===== src/rtl/spim_pkg.sv =====
`timescale 1ns/1ps
package spim_pkg;

  localparam logic [1:0] SPIM_ADDR_CFG   = 2'd0;
  localparam logic [1:0] SPIM_ADDR_BAUD  = 2'd1;
  localparam logic [1:0] SPIM_ADDR_DATA  = 2'd2;
  localparam logic [1:0] SPIM_ADDR_FLAGS = 2'd3;

  localparam int FLAG_EMPTY = 0;
  localparam int FLAG_DONE  = 1;
  localparam int FLAG_RECV  = 2;
  localparam int IE_LSB     = 4;

  typedef struct packed {
    logic lsb_first;
    logic cpha;
    logic cpol;
  } spim_cfg_t;

  typedef enum logic [1:0] {
    SPIM_IDLE,
    SPIM_XFER,
    SPIM_TAIL
  } spim_state_t;

endpackage


===== src/rtl/spim_baud.sv =====
`timescale 1ns/1ps
module spim_baud #(
  parameter int BAUD_W = 8
) (
  input  logic              clk_i,
  input  logic              rst_i,
  input  logic              run_i,
  input  logic              restart_i,
  input  logic [BAUD_W-1:0] baud_i,
  output logic              tick_o
);

  logic [BAUD_W-1:0] cnt_q;

  assign tick_o = run_i && !restart_i && (cnt_q == baud_i);

  always_ff @(posedge clk_i) begin
    if (rst_i || !run_i || restart_i) begin
      cnt_q <= '0;
    end else if (cnt_q == baud_i) begin
      cnt_q <= '0;
    end else begin
      cnt_q <= cnt_q + BAUD_W'(1);
    end
  end

endmodule


===== src/rtl/spim_engine.sv =====
`timescale 1ns/1ps
module spim_engine
  import spim_pkg::*;
#(
  parameter int DATA_W = 8
) (
  input  logic              clk_i,
  input  logic              rst_i,
  input  spim_cfg_t         cfg_i,
  input  logic              tick_i,
  input  logic              hold_full_i,
  input  logic [DATA_W-1:0] hold_data_i,
  input  logic              miso_i,
  output logic              take_o,
  output logic              done_o,
  output logic              frame_end_o,
  output logic              run_o,
  output logic              restart_o,
  output logic [DATA_W-1:0] rx_byte_o,
  output logic              sck_o,
  output logic              mosi_o,
  output logic              cs_n_o
);

  localparam int IDX_W = (DATA_W > 1) ? $clog2(DATA_W) : 1;
  localparam logic [IDX_W-1:0] LAST = IDX_W'(DATA_W - 1);

  spim_state_t       state_q;
  logic [IDX_W-1:0]  idx_q;
  logic [DATA_W-1:0] tx_q, rx_q, rx_next, rx_buf_q;
  logic              sck_q, mosi_q, cs_n_q;
  logic              lead_w, last_w, edge_w, done_w, start_w, sample_w;

  function automatic logic [IDX_W-1:0] pos(input logic lsb, input logic [IDX_W-1:0] i);
    return lsb ? i : LAST - i;
  endfunction

  assign lead_w   = (sck_q == cfg_i.cpol);
  assign last_w   = (idx_q == LAST);
  assign edge_w   = (state_q == SPIM_XFER) && tick_i;
  assign done_w   = edge_w && !lead_w && last_w;
  assign start_w  = hold_full_i && (state_q == SPIM_IDLE || state_q == SPIM_TAIL);
  assign sample_w = edge_w && (lead_w ^ cfg_i.cpha);

  always_comb begin
    rx_next = rx_q;
    if (sample_w) rx_next[pos(cfg_i.lsb_first, idx_q)] = miso_i;
  end

  always_ff @(posedge clk_i) begin
    if (rst_i) begin
      state_q  <= SPIM_IDLE;
      idx_q    <= '0;
      tx_q     <= '0;
      rx_q     <= '0;
      rx_buf_q <= '0;
      sck_q    <= 1'b0;
      mosi_q   <= 1'b0;
      cs_n_q   <= 1'b1;
    end else begin
      rx_q <= rx_next;
      unique case (state_q)
        SPIM_IDLE, SPIM_TAIL: begin
          if (state_q == SPIM_IDLE) sck_q <= cfg_i.cpol;
          if (start_w) begin
            tx_q    <= hold_data_i;
            idx_q   <= '0;
            cs_n_q  <= 1'b0;
            state_q <= SPIM_XFER;
            if (!cfg_i.cpha) mosi_q <= hold_data_i[pos(cfg_i.lsb_first, '0)];
          end else if (state_q == SPIM_TAIL && tick_i) begin
            cs_n_q  <= 1'b1;
            state_q <= SPIM_IDLE;
          end
        end
        SPIM_XFER: begin
          if (tick_i) begin
            sck_q <= ~sck_q;
            if (lead_w && cfg_i.cpha) mosi_q <= tx_q[pos(cfg_i.lsb_first, idx_q)];
            if (!lead_w) begin
              if (last_w) begin
                rx_buf_q <= rx_next;
                if (hold_full_i) begin
                  tx_q  <= hold_data_i;
                  idx_q <= '0;
                  if (!cfg_i.cpha) mosi_q <= hold_data_i[pos(cfg_i.lsb_first, '0)];
                end else begin
                  state_q <= SPIM_TAIL;
                end
              end else begin
                idx_q <= idx_q + IDX_W'(1);
                if (!cfg_i.cpha) mosi_q <= tx_q[pos(cfg_i.lsb_first, idx_q + IDX_W'(1))];
              end
            end
          end
        end
        default: state_q <= SPIM_IDLE;
      endcase
    end
  end

  assign take_o      = start_w || (done_w && hold_full_i);
  assign done_o      = done_w;
  assign frame_end_o = done_w && !hold_full_i;
  assign run_o       = (state_q != SPIM_IDLE);
  assign restart_o   = start_w;
  assign rx_byte_o   = rx_buf_q;
  assign sck_o       = sck_q;
  assign mosi_o      = mosi_q;
  assign cs_n_o      = cs_n_q;


  idle_level_chk: assert property (@(posedge clk_i) disable iff (rst_i)
    (cs_n_q && $past(cs_n_q) && $stable(cfg_i.cpol) && $past(state_q == SPIM_IDLE)) |-> (sck_q == cfg_i.cpol));


  sck_hold_chk: assert property (@(posedge clk_i) disable iff (rst_i)
    (state_q != SPIM_IDLE && !tick_i) |=> $stable(sck_q));


  cs_release_chk: assert property (@(posedge clk_i) disable iff (rst_i)
    $rose(cs_n_q) |-> $past(!hold_full_i));

endmodule


===== src/rtl/spim_regs.sv =====
`timescale 1ns/1ps
module spim_regs
  import spim_pkg::*;
#(
  parameter int DATA_W = 8,
  parameter int BAUD_W = 8
) (
  input  logic              clk_i,
  input  logic              rst_i,
  input  logic              wr_i,
  input  logic              rd_i,
  input  logic [1:0]        addr_i,
  input  logic [DATA_W-1:0] wdata_i,
  output logic [DATA_W-1:0] rdata_o,
  output logic              irq_o,
  output spim_cfg_t         cfg_o,
  output logic [BAUD_W-1:0] baud_o,
  output logic              hold_full_o,
  output logic [DATA_W-1:0] hold_data_o,
  input  logic              take_i,
  input  logic              done_i,
  input  logic              frame_end_i,
  input  logic [DATA_W-1:0] rx_byte_i
);

  spim_cfg_t         cfg_q;
  logic [BAUD_W-1:0] baud_q;
  logic [DATA_W-1:0] hold_data_q, rdata_q;
  logic              hold_full_q, done_flag_q, recv_flag_q, irq_q;
  logic [2:0]        ie_q, flags_w;
  logic              data_wr_w, data_acc_w, data_rd_w, flag_wr_w;

  assign data_wr_w  = wr_i && (addr_i == SPIM_ADDR_DATA);
  assign data_acc_w = data_wr_w && !hold_full_q;
  assign data_rd_w  = rd_i && (addr_i == SPIM_ADDR_DATA);
  assign flag_wr_w  = wr_i && (addr_i == SPIM_ADDR_FLAGS);

  always_comb begin
    flags_w = '0;
    flags_w[FLAG_EMPTY] = !hold_full_q;
    flags_w[FLAG_DONE]  = done_flag_q;
    flags_w[FLAG_RECV]  = recv_flag_q;
  end

  always_ff @(posedge clk_i) begin
    if (rst_i) begin
      cfg_q       <= '0;
      baud_q      <= '0;
      hold_data_q <= '0;
      hold_full_q <= 1'b0;
      done_flag_q <= 1'b0;
      recv_flag_q <= 1'b0;
      ie_q        <= '0;
      rdata_q     <= '0;
      irq_q       <= 1'b0;
    end else begin
      if (wr_i && addr_i == SPIM_ADDR_CFG)  cfg_q  <= spim_cfg_t'(wdata_i[2:0]);
      if (wr_i && addr_i == SPIM_ADDR_BAUD) baud_q <= wdata_i[BAUD_W-1:0];
      if (flag_wr_w) ie_q <= wdata_i[IE_LSB+2:IE_LSB];

      if (data_acc_w) begin
        hold_data_q <= wdata_i;
        hold_full_q <= 1'b1;
      end else if (take_i) begin
        hold_full_q <= 1'b0;
      end

      if (data_acc_w || (flag_wr_w && wdata_i[FLAG_DONE])) done_flag_q <= 1'b0;
      else if (frame_end_i)                                done_flag_q <= 1'b1;

      if (done_i)         recv_flag_q <= 1'b1;
      else if (data_rd_w) recv_flag_q <= 1'b0;

      if (rd_i) begin
        unique case (addr_i)
          SPIM_ADDR_CFG:  rdata_q <= DATA_W'(cfg_q);
          SPIM_ADDR_BAUD: rdata_q <= DATA_W'(baud_q);
          SPIM_ADDR_DATA: rdata_q <= rx_byte_i;
          default:        rdata_q <= DATA_W'({ie_q, 1'b0, flags_w});
        endcase
      end

      irq_q <= |(flags_w & ie_q);
    end
  end

  assign rdata_o     = rdata_q;
  assign irq_o       = irq_q;
  assign cfg_o       = cfg_q;
  assign baud_o      = baud_q;
  assign hold_full_o = hold_full_q;
  assign hold_data_o = hold_data_q;


  hold_keep_chk: assert property (@(posedge clk_i) disable iff (rst_i)
    (data_wr_w && hold_full_q && !take_i) |=> $stable(hold_data_q));


  done_empty_chk: assert property (@(posedge clk_i) disable iff (rst_i)
    done_flag_q |-> !hold_full_q);


  recv_rise_chk: assert property (@(posedge clk_i) disable iff (rst_i)
    $rose(recv_flag_q) |-> $past(done_i));

endmodule


===== src/rtl/spim_master.sv =====
`timescale 1ns/1ps
module spim_master
  import spim_pkg::*;
#(
  parameter int DATA_W = 8,
  parameter int BAUD_W = 8
) (
  input  logic              clk_i,
  input  logic              rst_i,
  input  logic              reg_wr_i,
  input  logic              reg_rd_i,
  input  logic [1:0]        reg_addr_i,
  input  logic [DATA_W-1:0] reg_wdata_i,
  output logic [DATA_W-1:0] reg_rdata_o,
  output logic              irq_o,
  output logic              spi_sck_o,
  output logic              spi_mosi_o,
  input  logic              spi_miso_i,
  output logic              spi_cs_n_o
);

  spim_cfg_t         cfg;
  logic [BAUD_W-1:0] baud;
  logic              hold_full, take, done, frame_end, run, restart, tick;
  logic [DATA_W-1:0] hold_data, rx_byte;

  spim_regs #(.DATA_W(DATA_W), .BAUD_W(BAUD_W)) u_regs (
    .clk_i       (clk_i),
    .rst_i       (rst_i),
    .wr_i        (reg_wr_i),
    .rd_i        (reg_rd_i),
    .addr_i      (reg_addr_i),
    .wdata_i     (reg_wdata_i),
    .rdata_o     (reg_rdata_o),
    .irq_o       (irq_o),
    .cfg_o       (cfg),
    .baud_o      (baud),
    .hold_full_o (hold_full),
    .hold_data_o (hold_data),
    .take_i      (take),
    .done_i      (done),
    .frame_end_i (frame_end),
    .rx_byte_i   (rx_byte)
  );

  spim_baud #(.BAUD_W(BAUD_W)) u_baud (
    .clk_i     (clk_i),
    .rst_i     (rst_i),
    .run_i     (run),
    .restart_i (restart),
    .baud_i    (baud),
    .tick_o    (tick)
  );

  spim_engine #(.DATA_W(DATA_W)) u_engine (
    .clk_i       (clk_i),
    .rst_i       (rst_i),
    .cfg_i       (cfg),
    .tick_i      (tick),
    .hold_full_i (hold_full),
    .hold_data_i (hold_data),
    .miso_i      (spi_miso_i),
    .take_o      (take),
    .done_o      (done),
    .frame_end_o (frame_end),
    .run_o       (run),
    .restart_o   (restart),
    .rx_byte_o   (rx_byte),
    .sck_o       (spi_sck_o),
    .mosi_o      (spi_mosi_o),
    .cs_n_o      (spi_cs_n_o)
  );

endmodule


===== config.mk =====
export PLATFORM = sky130hd
export DESIGN_NAME = spim_master
export DESIGN_NICKNAME = d
export VERILOG_FILES = /design/src/rtl/spim_pkg.sv /design/src/rtl/spim_baud.sv /design/src/rtl/spim_engine.sv /design/src/rtl/spim_regs.sv /design/src/rtl/spim_master.sv
export SDC_FILE = /design/constraint.sdc
export NUM_CORES = 1
export LEC_CHECK = 0
export ABC_AREA = 0
export BUFFER_PORTS_ARGS = -buffer_cell sky130_fd_sc_hd__buf_2
export CAP_MARGIN = 20
export CORE_ASPECT_RATIO = 0.9
export CORE_MARGIN = 3
export CORE_UTILIZATION = 45
export DETAILED_ROUTE_END_ITERATION = 6
export PLACE_DENSITY = 0.74
export SLEW_MARGIN = 20
export SYNTH_ARGS = -nofsm -noshare
export SYNTH_HDL_FRONTEND = slang
export SYNTH_SLANG_ARGS = --single-unit

===== constraint.sdc =====
create_clock -name clk_i -period 2.91 [get_ports clk_i]
set_input_delay 0.582 -clock clk_i [delete_from_list [all_inputs] [get_ports clk_i]]
set_output_delay 0.582 -clock clk_i [all_outputs]
set_load 0.02 [all_outputs]

==> metrics, run 1 <==
Yosys cell types=between 60 and 70; Final Total Pwr=roughly 2000 uW; Synth Warn #=0; post-synthesis adder-cell area fraction=0.01280; placed cell count=557; critical path startpoint category=flip-flop; Mapped Nets=approximately 460; postcts setup bufs=0; drt wl/cell=between 15 and 20 um; setup TNS=0 ns; EDFF count, synth=0; worst-path maximum fanout=6; core box area=just over 8000 um^2; HP Class=flip-flop to flip-flop; Critical Path Sink Type=flip-flop; post-DR vias/cell=around 5.8; crit path time final=between 2 and 3 ns; diodes inserted=0; TritonRoute pass-1 iters=5; via count=between 3,000 and 4,000; PD cells=468.5 nW/um^2; Area Growth Syn to Fin=8.515%; CP peak stage delay=roughly 0.41 ns; outcome=finished, final reports clean; CP max stage cell=dfxtp_1; Synth Cell Area=slightly below 4000 um^2; post-synthesis mux area share=0.1229; Post-Synth XOR/XNOR Area=0.03585; share of cells above drive strength 1=0.1616; routability cong.=roughly 0.9; antenna violations before repair=0; simple-gate portion of the synthesized area=0.2234; Clock Latency Late Sink=~0.35 ns; Root Driver=clkbuf_8; first-pass GRT wire length=roughly 16,000 um; share of the yosys chip area belonging to registers=0.3790; final max-slew violation count=0; Synth Area in Compound Gates=0.1668; Post-synth top flop=dfxtp_1; synthesized area per cell=8.904 um^2; largest net degree at the start of global routing=36; worst path cell trace=xor2_1 -> inv_1 -> ha_1 -> nand3b_1 -> or2_2 -> nor4_2 -> mux2_2 -> a211o_1 -> o21ai_0; HPWL Detailed=6980 um; antenna-violating nets left=0; main combinational cell family by area after synthesis=simple AND/OR/NAND/NOR gates; Non-Filler Instances=roughly 570; Yosys reg bits=74; RSZ-0062 raised after global routing=false; Ports=27; Largest delay share family, worst path=simple AND/OR/NAND/NOR gates; Worst Clk Skew=approximately 0.0090 ns; total track usage=0.2000; DR iter-0 viols=roughly 280; Data arrival, critical path=2.94 ns; total CTS buffers=9; cell taking the most area after synthesis=dfxtp_1; fin crit share=0.9168; clk buf depth=2; Rel. slew slack=0.5716; PortBufs=26; chip width=roughly 100 um; synth top area cells=dfxtp_1 38%, mux2i_1 7.7%, nor2_1 5.5%; Fin. Hold Viols=0; worst-margin pin slew=0.6413 ns; vias in the first global route=3,200; Num Clock Sinks=74; Die Span Y=between 90 and 100 um; CTS tree=built; final setup fails=0; synthesized instance count=~440; Initial Utilization=0.4731; routed wire length=9488 um; Critical Path RT=3.18 ns; Crit Path Class=flip-flop to flip-flop; Async SR Flop Fraction=0; LEAKAGE=0.001552 uW; die footprint=just under 10,000 um^2; Post-route DRC=0; highest clock rate=about 370 MHz; clock-pin slew on the worst setup and hold paths=about 0.080 ns; H-Tree Depth=3; post-synth top area share=0.3790; max cap viols=0; NumNets Final=472; grt ovf=0; VDD IR max=~0.38 mV; Cell Rows=31; sum of buffers and inverters on the critical path=1
registers in the layout (all words and copies together), names as in the netlist:
name and count:
u_baud.cnt_q 8, u_engine.cs_n_o 1, u_engine.idx_q 3, u_engine.mosi_o 1
u_engine.rx_byte_o 8, u_engine.rx_q 8, u_engine.sck_o 1, u_engine.state_q 2
u_engine.tx_q 8, u_regs.baud_o 8, u_regs.cfg_o 3, u_regs.done_flag_q 1
u_regs.hold_data_o 8, u_regs.hold_full_o 1, u_regs.ie_q 3, u_regs.irq_o 1
u_regs.rdata_o 8, u_regs.recv_flag_q 1
worst register-to-register path: cells and delay by family (launching register included):
kind | cells | cell delay, ns
and+or+nand+nor | 3 | 0.67
AOI/OAI and AO/OA | 2 | 0.47
DFF | 1 | 0.41
muxes | 1 | 0.38
adders and majority gates | 1 | 0.31
xor gates and xnor gates | 1 | 0.25
buffers and inverters | 1 | 0.10
final timing paths:
path | endpoint | slack, ns | start | depth (start not counted)
max | u_engine.rx_byte_o[0] | 0.24 | u_engine.sck_o | 9
min | u_regs.hold_data_o[2] | 0.46 | u_regs.hold_data_o[2] | 2
max reg2reg | u_engine.rx_byte_o[0] | 0.24 | u_engine.sck_o | 9
min reg2reg | u_regs.hold_data_o[2] | 0.46 | u_regs.hold_data_o[2] | 2
cells in the mapped netlist (all sizes together) (3+ instances only):
cell type / count
o22ai: 6
or2: 4
nand4: 9
nor3: 5
and3: 9
clkbuf: 22
o41ai: 3
a21oi: 21
nand3b: 12
inv: 12
a31oi: 5
a21o: 5
o21ai: 14
mux2i: 30
nor4: 5
ha: 4
a22oi: 6
o31ai: 3
dfxtp: 74
a211oi: 9
mux2: 4
xnor2: 10
xor2: 6
nor2b: 8
nand3: 19
buf: 7
nor2: 57
nand2: 32
mux4: 6
report_power, final:
| part | switching (uW) | total, uW | internal [uW] |
|---|---|---|---|
| registers | 18.3 | 1050 | 1030 |
| logic | 131 | 204 | 72.6 |
| clock network | 396 | 733 | 338 |
what timing repair did:
action | in CTS | in global routing
endpoints found under the setup margin | 0 | 2
hold buffers | 0 | 0
gates resized for setup | 0 | 1
cells in the final DEF (no fill, tap or decap), drive strengths merged, types with 9 or more instances in the layout:
cell type  netlist  layout
dfxtp           74      74
nor2            57      57
buf              7      34
nand2           32      32
mux2i           30      30
a21oi           21      21
nand3           19      19
inv             12      14
o21ai           14      14
nand3b          12      12
clkbuf          22      11
xnor2           10      10
a211oi           9       9
and3             9       9
nand4            9       9
kinds of logic (layout without fill, tap and decap cells):
group                      after synthesis  after routing
muxes                                   40             40
buffers and inverters                   43             62
xor gates and xnor gates                16             16
adders and majority gates                4              4
and+or+nand+nor                        170            170
AOI/OAI and AO/OA                       92             92
DFF                                     74             74
metal layers:
metal,global-route usage,share of wire,vias to the layer above
li1,-,-,1626
met2,0.3166,0.46,108
met3,0.06357,0.077,12
met1,0.2645,0.45,1588
met4,0.05869,0.017,0
met5,0,0,-
stage by stage:
| stage | utilization | setup WS, ns | instance area [um^2] | hold slack [ns] |
|---|---|---|---|---|
| detailed placement | 0.4910 | 0.2220 | 4056 | 0.4575 |
| finish | 0.5134 | 0.2421 | 4242 | 0.4648 |
| global placement | 0.4910 | 0.3171 | 4056 | 0.4505 |
| CTS | 0.5126 | 0.1787 | 4235 | 0.4613 |
| floorplan | - | 0.1098 | 3909 | 0.4360 |
| global route | 0.5134 | 0.02491 | 4242 | 0.4632 |
area by class of cell:
cell class | instances | area (um^2)
fill | 782 | 4020
multi-input combinational | 322 | 2202
sequential | 74 | 1481
timing repair buffer | 34 | 190.2
tap | 115 | 143.9
clock buffer | 11 | 141.4
inverter | 12 | 45.04
clock inverter | 5 | 37.54
No activity file was read; power rests on OpenSTA's default activity.
==> run 2: changes to the inputs <==
--- a/config.mk
+++ b/config.mk
@@ -11,6 +11,7 @@
 export CORE_ASPECT_RATIO = 0.9
 export CORE_MARGIN = 3
 export CORE_UTILIZATION = 45
+export CTS_BUF_LIST = sky130_fd_sc_hd__clkbuf_16
 export DETAILED_ROUTE_END_ITERATION = 6
 export PLACE_DENSITY = 0.74
 export SLEW_MARGIN = 20
==> run 2 against run 1 <==
Maximum frequency fell by 0.37%; clock power rose by 38%; critical path type unchanged; cell count did not move; wire length rose by 1.5%; count of clock-buffer cells in the layout fell by 2; critical path depth did not move; register-to-register slack barely moved; combinational power barely moved; die area did not move; clock skew fell by 0.0046 ns; global-route usage rose by 0.32 points; core utilization rose by 1.1 points.
==> metrics, run 2 (synthesis gave the netlist of run 1 again) <==
chip width=104.2 um (unchanged); diodes inserted=0 (unchanged); Critical Path Sink Type=flip-flop; routed wire length=9628 um (+1.5%); Data arrival, critical path=2.94 ns (about the same); # hold bufs at CTS=0 (unchanged); antenna violations before repair=0 (unchanged); largest net degree at the start of global routing=36 (unchanged); Num Clock Sinks=74 (unchanged); most common cell after layout, fill and taps aside=dfxtp_1; setup TNS=0 ns (unchanged); GRT Max-Usage Layer=met2; PortBufs=26 (unchanged); Crit Path Class=flip-flop to flip-flop; antenna-violating nets left=0 (unchanged); crit path time final=2.678 ns (+0.009912 ns); most frequent cells in the layout=74 x dfxtp_1, 57 x nor2_1, 32 x nand2_1, 30 x mux2i_1, 26 x buf_2; TritonRoute pass-1 iters=4 (-1); GR Layer Usage met1=0.2699 (+0.005431); Ports=27 (unchanged); worst setup path startpoint=u_engine.sck_o; HPWL Detailed=6980 um (unchanged); Die Span Y=94.42 um (unchanged); Initial Utilization=0.4731 (unchanged); CP max stage cell=dfxtp_1; max cap viols=0 (unchanged); worst-margin pin slew=0.6305 ns (-0.01078 ns); die footprint=9842 um^2 (unchanged); worst path cell trace=xor2_1 -> inv_1 -> ha_1 -> nand3b_1 -> or2_2 -> nor4_2 -> mux2_2 -> a211o_1 -> o21ai_0; CTS tree=built; Rel. slew slack=0.5788 (+0.007202); Cell Rows=31 (unchanged); GR Util met3=0.06767 (+0.004101); clock-pin slew on the worst setup and hold paths=0.06 ns (-0.02 ns); total CTS buffers=9 (unchanged); CP peak stage delay=0.40 ns (about the same); post-DR vias/cell=5.829 (+0.18%); Resize count post-CTS=0 (unchanged); first-pass GRT wire length=15,910 um (+1.2%); VDD IR max=0.3246 mV (-15%); Root Driver=clkbuf_16; clk buf depth=2 (unchanged); Post-route DRC=0 (unchanged); via count=3,340 (+0.18%); postcts setup bufs=0 (unchanged); Critical Path RT=3.17 ns (about the same); LEAKAGE=0.001597 uW (+2.9%); fin crit share=0.9202 (+0.003406); worst-case hold slack=0.4635 ns (-0.001304 ns); Clock Latency Late Sink=0.33 ns (-0.02 ns); core box area=8262 um^2 (unchanged); H-Tree Depth=3 (unchanged); highest clock rate=373.4 MHz (-0.37%); PD cells=524.0 nW/um^2 (+12%); DR iter-0 viols=274 (-0.36%); share of cells above drive strength 1=0.1594 (-0.002183); grt ovf=0 (unchanged); routability cong.=0.8974 (unchanged); final setup fails=0 (unchanged); Hold Path Origin=u_regs.hold_data_o[5]; worst-path maximum fanout=6 (unchanged); final max-slew violation count=0 (unchanged); HP Class=flip-flop to flip-flop; critical path startpoint category=flip-flop; NumNets Final=472 (unchanged); Reg-to-Reg Start=u_engine.sck_o; vias in the first global route=3,176 (-0.75%); Fin. Hold Viols=0 (unchanged); RSZ-0062 raised after global routing=false; total track usage=0.2033 (+0.003227); grt met2 use=0.3247 (+0.008117); drt wl/cell=16.80 um (+1.5%); Area Growth Syn to Fin=10.85%; Worst Clk Skew=0.004420 ns (-0.004554 ns); outcome=finished, final reports clean
-- run 2: cell type report --
class,count,area [um^2]
Sequential cell,74,1481
Inverter,12,45.04
Multi-Input combinational cell,322,2202
Fill cell,764,3929
Clock buffer,9,225.2
Clock inverter,7,45.04
Timing Repair Buffer,34,190.2
Tap cell,115,143.9
-- run 2: worst paths after layout --
kind,endpoint,slack (ns),cells after the start
worst max-delay path,u_engine.rx_byte_o[0],0.23,9
worst min-delay path,u_regs.hold_data_o[5],0.46,2
worst max register to register,u_engine.rx_byte_o[0],0.23,9
worst min register to register,u_regs.hold_data_o[5],0.46,2
-- run 2: power by group --
| group | internal (uW) | switching (uW) |
|---|---|---|
| Combinational | 72.7 | 133 |
| Sequential | 1030 | 18.5 |
| Clock | 575 | 439 |
| Total | 1680 | 590 |
-- run 2: critical path: cells and delay by family (launching register included) --
family,cells,cell delay (ns)
AO/OA/AOI/OAI,2,0.46
XOR/XNOR,1,0.26
adder cells (fa/ha/maj),1,0.32
buffers and inverters,1,0.10
flip-flops,1,0.40
multiplexers,1,0.38
AND/OR/NAND/NOR,3,0.68
-- run 2: metal layers --
layer,up-vias,part of all wire,wire (um)
met5,-,0,0
met4,0,0.0071,68
met3,6,0.069,664
met2,103,0.47,4498
met1,1605,0.46,4397
li1,1626,-,-
-- run 2: per-stage QoR --
step | instance area (um^2) | power, uW | utilization | instances | setup slack (ns)
final | 4333 | 2271 | 0.5245 | 573 | 0.2322
after global routing | 4333 | 2351 | 0.5245 | 573 | 0.02615
after CTS | 4327 | 2283 | 0.5237 | 573 | 0.1810
after detailed placement | 4056 | 1275 | 0.4910 | 557 | 0.2220
after global placement | 4056 | 1271 | 0.4910 | 557 | 0.3171
after floorplan | 3909 | 1226 | - | 439 | 0.1098
==> run 3: changes to the inputs <==
--- a/config.mk
+++ b/config.mk
@@ -10,10 +10,10 @@
 export CAP_MARGIN = 20
 export CORE_ASPECT_RATIO = 0.9
 export CORE_MARGIN = 3
-export CORE_UTILIZATION = 45
+export CORE_UTILIZATION = 25
 export CTS_BUF_LIST = sky130_fd_sc_hd__clkbuf_16
 export DETAILED_ROUTE_END_ITERATION = 6
-export PLACE_DENSITY = 0.74
+export PLACE_DENSITY = 0.52
 export SLEW_MARGIN = 20
 export SYNTH_ARGS = -nofsm -noshare
 export SYNTH_HDL_FRONTEND = slang
==> run 3 against run 2 <==
Wire length grew 8.6%; sequential power is essentially flat; first-iteration DRC count is 1.8% lower; maximum frequency increased by 1.8%.
==> metrics, run 3 (synthesis gave the netlist of run 1 again) <==
outcome=finished, final reports clean; WL met1=5067 um (+15%); chip width=137.8 um (+32%); critical path startpoint category=flip-flop; crit path time final=2.631 ns (-0.04718 ns); metal3 WL=496 um (-25%); die footprint=17,170 um^2 (+74%); Rel. slew slack=0.5736 (-0.005181); worst path cell trace=xor2_1 -> inv_1 -> ha_1 -> nand3b_1 -> or2_2 -> nor4_2 -> mux2_2 -> a211o_1 -> o21ai_0; max cap viols=0 (unchanged); final setup fails=0 (unchanged); Initial Utilization=0.2601 (-0.2130); Data arrival, critical path=2.89 ns (-0.05 ns); antenna violations before repair=0 (unchanged); worst-margin pin slew=0.6383 ns (+0.007755 ns); Root Driver=clkbuf_16; Clock Latency Late Sink=0.33 ns (about the same); # hold bufs at CTS=0 (unchanged); HPWL Detailed=7601 um (+8.9%); PD cells=524.0 nW/um^2 (about the same); core box area=15,030 um^2 (+82%); total CTS buffers=9 (unchanged); NumNets Final=473 (+0.21%); CP peak stage delay=0.41 ns (about the same); TritonRoute pass-1 iters=5 (+1); share of cells above drive strength 1=0.1590 (-0.0003473); via count=3,332 (-0.24%); met2 WL=4669 um (+3.8%); LEAKAGE=0.001608 uW (+0.71%); clk buf depth=2 (unchanged); clock-pin slew on the worst setup and hold paths=0.06 ns (about the same); RSZ-0062 raised after global routing=false; CP max stage cell=dfxtp_1; Largest delay share family, worst path=simple AND/OR/NAND/NOR gates; Die Span Y=124.6 um (+32%); most common cell after layout, fill and taps aside=dfxtp_1; Area Growth Syn to Fin=14.12%; Worst Clk Skew=0.004763 ns (+0.0003430 ns); vias in the first global route=3,253 (+2.4%); most frequent cells in the layout=74 x dfxtp_1, 57 x nor2_1, 32 x nand2_1, 30 x mux2i_1, 26 x buf_2; Fin. Hold Viols=0 (unchanged); HP Class=flip-flop to flip-flop; Num Clock Sinks=74 (unchanged); DR iter-0 viols=269 (-1.8%); VDD IR max=0.3086 mV (-4.9%); Post-route DRC=0 (unchanged); grt ovf=0 (unchanged); setup TNS=0 ns (unchanged); diodes inserted=0 (unchanged); Ports=27 (unchanged); Critical Path RT=3.17 ns (about the same); Non-Filler Instances=657 (+15%); highest clock rate=380.1 MHz (+1.8%); PortBufs=26 (unchanged); Critical Path Sink Type=flip-flop; largest net degree at the start of global routing=39 (+8.3%); total track usage=0.1251 (-0.07812); routability cong.=0.7932 (-12%); final max-slew violation count=0 (unchanged); postcts setup bufs=0 (unchanged); Cell Rows=42 (+35%); drt wl/cell=15.91 um (-5.3%); Crit Path Class=flip-flop to flip-flop; H-Tree Depth=3 (unchanged); routed wire length=10,450 um (+8.6%); post-DR vias/cell=5.072 (-13%); placed cell count=641 (+15%); first-pass GRT wire length=17,110 um (+7.5%); CTS tree=built; sum of buffers and inverters on the critical path=1 (unchanged); worst-path maximum fanout=6 (unchanged); DR top layer=met4; antenna-violating nets left=0 (unchanged); fin crit share=0.9040 (-0.01621)
## run 3: cell types whose count changed in the layout (fill, tap and decap cells not counted), sizes merged
cell / change
bufinv: +1
inv: -2
clkinv: +1
buf: +1
## run 3: power breakdown
group          internal (uW)  switching [uW]  leakage (uW)
Clock                    652             421      0.000138
Combinational           75.6             136      0.000872
Sequential              1030            18.8      0.000599
Total                   1760             576       0.00161
## run 3: final timing paths
| check | from | endpoint | slack, ns | depth (start not counted) |
|---|---|---|---|---|
| worst min-delay path | u_regs.hold_data_o[1] | u_regs.hold_data_o[1] | 0.46 | 2 |
| worst max-delay path | u_engine.sck_o | u_engine.rx_byte_o[0] | 0.28 | 9 |
| worst min register to register | u_regs.hold_data_o[1] | u_regs.hold_data_o[1] | 0.46 | 2 |
| worst max register to register | u_engine.sck_o | u_engine.rx_byte_o[0] | 0.28 | 9 |
## run 3: tightest hold or removal path: cells and delay by family, from the launching register on
kind / cells / cell delay [ns]
simple gates: 1 / 0.05
flops: 1 / 0.31
compound gates: 1 / 0.05
## run 3: layer usage
metal / up-vias / track usage
li1: 1628 / -
met1: 1609 / 0.1743
met2: 75 / 0.1860
met3: 20 / 0.03473
met4: 0 / 0.04067
met5: - / 0
## run 3: timing repair
| action | CTS | global route |
|---|---|---|
| gates resized for setup | 0 | 1 |
| hold endpoints to repair | 0 | 0 |
| endpoints found under the setup margin | 0 | 1 |
## run 3: per-stage QoR
step	power, uW	hold WS (ns)	worst slack, ns	utilization	instance area (um^2)
after global placement	1281	0.4591	0.2956	0.2773	4168
after detailed placement	1285	0.4602	0.2006	0.2773	4168
final	2337	0.4625	0.2794	0.2968	4461
after floorplan	1226	0.4360	0.1098	-	3909
after global routing	2433	0.4953	0.05687	0.2968	4461
after CTS	2366	0.4681	0.1996	0.2964	4454
## run 3: cell type report
cell class,count,area [um^2]
tap,198,247.7
clock buffer,9,225.2
multi-input combinational,322,2202
clock inverter,7,61.31
timing repair buffer,35,197.7
inverter,12,45.04
sequential,74,1481
fill,1626,10570
